--- config.mk ---
export PLATFORM = sky130hd
export DESIGN_NAME = wdog_top
export DESIGN_NICKNAME = d
export VERILOG_FILES = /design/src/rtl/wdog_pkg.sv /design/src/rtl/wdog_edge.sv /design/src/rtl/wdog_limits.sv /design/src/rtl/wdog_top.sv
export SDC_FILE = /design/constraint.sdc
export NUM_CORES = 1
export LEC_CHECK = 0
export CAP_MARGIN = 20
export CORE_UTILIZATION = 43
export CTS_BUF_LIST = sky130_fd_sc_hd__clkbuf_2 sky130_fd_sc_hd__clkbuf_4 sky130_fd_sc_hd__clkbuf_8
export DETAILED_ROUTE_END_ITERATION = 10
export DONT_BUFFER_PORTS = 1
export PLACE_DENSITY = 0.6
export SYNTH_ARGS = -nofsm -noshare
export SYNTH_HDL_FRONTEND = slang
export SYNTH_SLANG_ARGS = --single-unit
--- constraint.sdc ---
create_clock -name clk -period 5.9 [get_ports clk]
set_clock_uncertainty 0.2 [all_clocks]
set_input_delay 1.18 -clock clk [delete_from_list [all_inputs] [get_ports clk]]
set_output_delay 1.18 -clock clk [all_outputs]
set_load 0.005 [all_outputs]
--- src/rtl/wdog_pkg.sv ---
package wdog_pkg;
    typedef enum logic [1:0] {
        WD_IDLE  = 2'd0,
        WD_START = 2'd1,
        WD_RUN   = 2'd2,
        WD_PULSE = 2'd3
    } wd_state_t;
endpackage

--- src/rtl/wdog_edge.sv ---
module wdog_edge (
    input  logic clk,
    input  logic rst_n,
    input  logic din,
    output logic edge_o
);
    logic din_q;

    always_ff @(posedge clk or negedge rst_n) begin
        if (!rst_n) din_q <= 1'b0;
        else        din_q <= din;
    end

    assign edge_o = din ^ din_q;
endmodule

--- src/rtl/wdog_limits.sv ---
module wdog_limits #(
    parameter int TMO_CW     = 3,
    parameter int START_CW   = 3,
    parameter int TMO_UNIT   = 4,
    parameter int START_UNIT = 8,
    parameter int CW         = 6
) (
    input  logic [TMO_CW-1:0]   tmo_code,
    input  logic [START_CW-1:0] start_code,
    output logic [CW-1:0]       tmo_lim,
    output logic [CW-1:0]       start_lim,
    output logic                start_en
);
    always_comb begin
        int t;
        int s;
        t = (int'(tmo_code) + 1) * TMO_UNIT;
        s = int'(start_code) * START_UNIT;
        tmo_lim   = t[CW-1:0];
        start_lim = s[CW-1:0];
        start_en  = (start_code != '0);
    end
endmodule

--- src/rtl/wdog_top.sv ---
module wdog_top
    import wdog_pkg::*;
#(
    parameter int TMO_CW     = 3,
    parameter int START_CW   = 3,
    parameter int TMO_UNIT   = 4,
    parameter int START_UNIT = 8,
    parameter int RST_CYC    = 5
) (
    input  logic                clk,
    input  logic                rst_n,
    input  logic                tick,
    input  logic                wdi,
    input  logic                seq_done,
    input  logic                cfg_indep,
    input  logic [START_CW-1:0] cfg_start_code,
    input  logic [TMO_CW-1:0]   cfg_tmo_code,
    input  logic                cfg_rst_en,
    input  logic                flag_clr,
    output logic                wd_flag,
    output logic                wd_rst
);
    localparam int TMO_MAX   = (2 ** TMO_CW) * TMO_UNIT;
    localparam int START_MAX = (2 ** START_CW - 1) * START_UNIT;
    localparam int MAXT      = (TMO_MAX > START_MAX) ? TMO_MAX : START_MAX;
    localparam int CW        = $clog2(MAXT + 1);
    localparam int PCW       = $clog2(RST_CYC + 1);

    wd_state_t       state, state_n;
    logic [CW-1:0]   cnt, cnt_n;
    logic [PCW-1:0]  pcnt, pcnt_n;
    logic [CW-1:0]   tmo_lim, start_lim, lim;
    logic            start_en, svc_edge, armed, expire, last_tick;

    wdog_edge u_edge (
        .clk   (clk),
        .rst_n (rst_n),
        .din   (wdi),
        .edge_o(svc_edge)
    );

    wdog_limits #(
        .TMO_CW    (TMO_CW),
        .START_CW  (START_CW),
        .TMO_UNIT  (TMO_UNIT),
        .START_UNIT(START_UNIT),
        .CW        (CW)
    ) u_lim (
        .tmo_code  (cfg_tmo_code),
        .start_code(cfg_start_code),
        .tmo_lim   (tmo_lim),
        .start_lim (start_lim),
        .start_en  (start_en)
    );

    assign armed     = cfg_indep | seq_done;
    assign lim       = (state == WD_START) ? start_lim : tmo_lim;
    assign last_tick = ({1'b0, cnt} + 1'b1) >= {1'b0, lim};

    // state register
    always_ff @(posedge clk or negedge rst_n) begin
        if (!rst_n) begin
            state <= WD_IDLE;
            cnt   <= '0;
            pcnt  <= '0;
        end else begin
            state <= state_n;
            cnt   <= cnt_n;
            pcnt  <= pcnt_n;
        end
    end

    // next-state logic
    always_comb begin
        state_n = state;
        cnt_n   = cnt;
        pcnt_n  = pcnt;
        expire  = 1'b0;
        unique case (state)
            WD_IDLE: begin
                cnt_n = '0;
                if (armed) state_n = start_en ? WD_START : WD_RUN;
            end
            WD_START, WD_RUN: begin
                if (!armed) begin
                    state_n = WD_IDLE;
                    cnt_n   = '0;
                end else if (svc_edge) begin
                    state_n = WD_RUN;
                    cnt_n   = '0;
                end else if (tick) begin
                    if (last_tick) begin
                        expire  = 1'b1;
                        cnt_n   = '0;
                        pcnt_n  = '0;
                        state_n = cfg_rst_en ? WD_PULSE : WD_RUN;
                    end else begin
                        cnt_n = cnt + 1'b1;
                    end
                end
            end
            WD_PULSE: begin
                if (pcnt == PCW'(RST_CYC - 1)) state_n = WD_IDLE;
                else                           pcnt_n  = pcnt + 1'b1;
            end
            default: state_n = WD_IDLE;
        endcase
    end

    // sticky flag
    always_ff @(posedge clk or negedge rst_n) begin
        if (!rst_n)        wd_flag <= 1'b0;
        else if (expire)   wd_flag <= 1'b1;
        else if (flag_clr) wd_flag <= 1'b0;
    end

    // outputs
    always_comb begin
        wd_rst = (state == WD_PULSE);
    end
endmodule

==> run_results.csv <==
group,metric,value,unit
outcome,status,"finished clean",
synthesis,synth_top_family_by_area,"compound AO/OA/AOI/OAI gates",
clock_network,cts-htree-levels,1,
synthesis,yosysMostFrequentCell,"dfrtp_1",
worst_hold_path,hold_path_startpoint,"wd_flag",
synthesis,synth_fa_ha_area_share,15.7,%
worst_setup_path,rrSetupSlack,3020,ps
synthesis,async_reset_ff_share,100,%
floorplan,io_pins,16,
floorplan,die_w,49.1,um
detailed_routing,drc,0,
clock_network,post_cts_buffers,0,
global_route,antenna_found_initial,0,
clock_network,ctsResizeCount,0,
worst_setup_path,worstPathMaxFanout,4,
cells_and_area,fillers,189,
worst_setup_path,crit_top_cell,"ha_1",
floorplan,die-area,2410,um2
power_and_ir_drop,power_switching,151,uW
synthesis,synth_top_area_share,34.1,%
cells_and_area,diodes,0,
worst_setup_path,critPathMaxStageDelay,460,ps
synthesis,synth.top_cells.by_area,"dfrtp_1, ha_1, mux2i_1, a32o_1, nor2_1",
placement,numPortBuffers,0,
worst_setup_path,end_kind,"flip-flop",
power_and_ir_drop,irDropWorstVdd,253,uV
global_route,globalRouteTotalUtil,16.6,%
timing,report.final.setup_viol,0,
clock_network,clock_latency,270,ps
timing,fin_crit_sh,54.5,%
clock_network,numCtsBuffers,3,
synthesis,avgSynthCellArea,9.94,um2
cells_and_area,regArea,325,um2
worst_setup_path,cp_num_buf_inv,0,
worst_setup_path,cp.required,5860,ps
global_route,grt_pass1_wl,3040,um
synthesis,synth_compound_area_share,20.2,%
power_and_ir_drop,p_total,364,uW
detailed_routing,avgViaCountPerCell,5.71,
detailed_routing,first_pass_iters,4,
worst_setup_path,path_class,"primary input to flip-flop",
timing,drv_slew,0,
worst_setup_path,crit_path_start_kind,"primary input",
cells_and_area,fin_nets,127,
worst_setup_path,crit_family,"compound AO/OA/AOI/OAI gates",
detailed_routing,wire_per_inst,13.9,um
timing,report.final.hold_viol_count,0,
synthesis,yosys.area_share.simple,14.9,%
synthesis,syn-cell-area,955,um2
worst_hold_path,min_path_cells,2,
synthesis,synthMuxAreaShare,6.42,%
synthesis,netlist_top_cells_count,"dfrtp_1, ha_1, nor2_1",
power_and_ir_drop,seqPwrFrac,34.1,%
cells_and_area,multi_input_area,599,um2
detailed_routing,num_vias,725,
clock_network,clkTransAtPathRegs,80,ps
synthesis,synth_ff_type,"dfrtp_1",
synthesis,syn-num-nets,122,
worst_setup_path,arrival,3180,ps
global_route,overflow,0,
timing,rsz0062_at_grt,"false",
floorplan,die_y,49.1,um
synthesis,synth_xor_area_share,5.50,%
worst_setup_path,crit_path_cell_trace,"ha_1 > xnor2_1 > nor2_1 > a21oi_1 > ha_1 > nand3_1 > o22ai_2 > o21ai_1 > a222oi_1 > mux2_2",
placement,detailed_place_hpwl,1440,um
timing,tns,0,ps
cells_and_area,syn2layout_area_growth,6.42,%
clock_network,cts_tree,"yes",
global_route,grt_start_max_net_pins,14,
floorplan,rows,16,
cells_and_area,drive_above_1_share,12.0,%
power_and_ir_drop,p_per_area,359,nW/um2
clock_network,cts_sinks,13,
synthesis,yosysUniqueCellTypes,30,
power_and_ir_drop,p_int,213,uW
clock_network,cts_root_buf,"clkbuf_4",
timing,slew_headroom,68.6,%
power_and_ir_drop,swShare,41.5,%
synthesis,seq_area_frac_synth,34.1,%
timing,fmax,311,MHz
synthesis,synthCells,96,
placement,gp_congestion,0.826,
worst_setup_path,reg2reg_to,"state[0]",
clock_network,ctsHoldBuffers,0,
clock_network,clk_path_buf_depth,2,
floorplan,core_area,2020,um2
worst_hold_path,holdPathEnd,"wd_flag",
run,maxCapViolCount,0,
worst_setup_path,rr_worst_depth,9,
synthesis,synth-seq-cells,13,
floorplan,start_util,47.2,%
synthesis,synth_edf_count,0,
worst_setup_path,r2r_start,"cnt[0]",
synthesis,synth.largest_area_cell,"dfrtp_1",
timing,min_period,3220,ps
detailed_routing,ant_nets,0,
power_and_ir_drop,p_clk_share,14.9,%
detailed_routing,dr.first_iter.drc_count,6,
global_route,grt_pass1_vias,702,
timing,worst_pin_slew,471,ps
power_and_ir_drop,combPwrFrac,51.0,%
worst_setup_path,critical_path.slowest_cell,"a222oi_1",
power_and_ir_drop,leakagePower,0.461,nW
detailed_routing,drt_wl_total,1760,um
synthesis,yosys_warnings,0,
worst_hold_path,min_path_type,"flip-flop to flip-flop",
-- worst max path at each step --
stage,start,to,cells after the start
2_1_floorplan,cfg_tmo_code[0],state[0],10
3_3_place_gp,cfg_tmo_code[0],state[0],10
3_5_place_dp,cfg_tmo_code[0],state[0],10
4_1_cts,cfg_tmo_code[0],state[0],10
5_1_grt,cfg_tmo_code[0],state[0],10
6_report,cfg_tmo_code[0],state[0],10
-- cell usage in the layout (no fill, tap or decap) --
cell type	Yosys	layout
o21ai_2	1	1
o211ai_1	1	1
a2bb2oi_1	1	1
a32o_1	4	4
a21oi_1	5	5
mux2i_1	5	5
nor4b_1	1	1
nand3_2	1	1
nand3_1	4	4
ha_1	12	12
clkinv_2	0	1
xor2_1	2	2
nor3b_1	1	1
o21bai_1	2	2
a21boi_2	1	1
o21ai_0	3	3
a211oi_1	1	1
clkbuf_4	0	3
mux2_2	1	1
o21ai_1	1	1
a222oi_1	1	1
xnor2_1	4	4
nor2_1	10	10
nand2b_1	1	1
nor4_4	1	1
dfrtp_1	13	13
nand2_1	6	6
a21o_1	2	2
or3b_2	1	1
o22ai_2	1	1
inv_1	8	8
o21bai_2	1	1
-- cells by family after synthesis --
logic type	Yosys count
adders and majority gates	12
muxes	6
and+or+nand+nor	26
AOI/OAI and AO/OA	25
DFF	13
xor gates and xnor gates	6
buffers and inverters	8
-- metal layers --
metal	global-route usage [%]	share of wire, %	vias to the layer above	wire, um
li1	-	-	359	-
met4	7.35	0.80	0	14
met5	0	0	-	0
met1	21.8	50	350	873
met3	1.87	3.5	2	62
met2	27.2	46	14	809
-- tightest hold or removal path, cell delays in order (launching register included) --
cell	delay [ps]
dfrtp_1	400
inv_1	50
o21ai_0	60
-- stage by stage --
step                worst slack [ps]  hold slack (ps)  instance area, um2  std cells  utilization, %
floorplan                       2560              306                 955         96               -
global placement                2490              326                 988        123            48.9
detailed placement              2410              333                 988        123            48.9
CTS                             2700              351                1020        127            50.2
global route                    2510              373                1020        127            50.2
finish                          2680              347                1020        127            50.2
-- sequential cells by signal, indices dropped and copies added (netlist names) --
name / flops
cnt: 6
state: 2
u_edge.din_q: 1
pcnt: 3
wd_flag: 1
-- power by group through the flow --
stage / Clock, mW / Sequential, mW / Combinational, mW
floorplan: 0 / 0.122 / 0.153
global placement: 0 / 0.124 / 0.180
detailed placement: 0 / 0.126 / 0.186
CTS: 0.0575 / 0.124 / 0.187
global route: 0.0599 / 0.128 / 0.209
finish: 0.0545 / 0.124 / 0.186
-- layout make-up --
class	instances	area share, %
Clock buffer	3	2.22
Clock inverter	1	0.493
Inverter	8	2.96
Multi-Input combinational cell	75	59.0
Sequential cell	13	32.0
Tap cell	27	3.33
No activity file was read; power rests on OpenSTA's default activity.
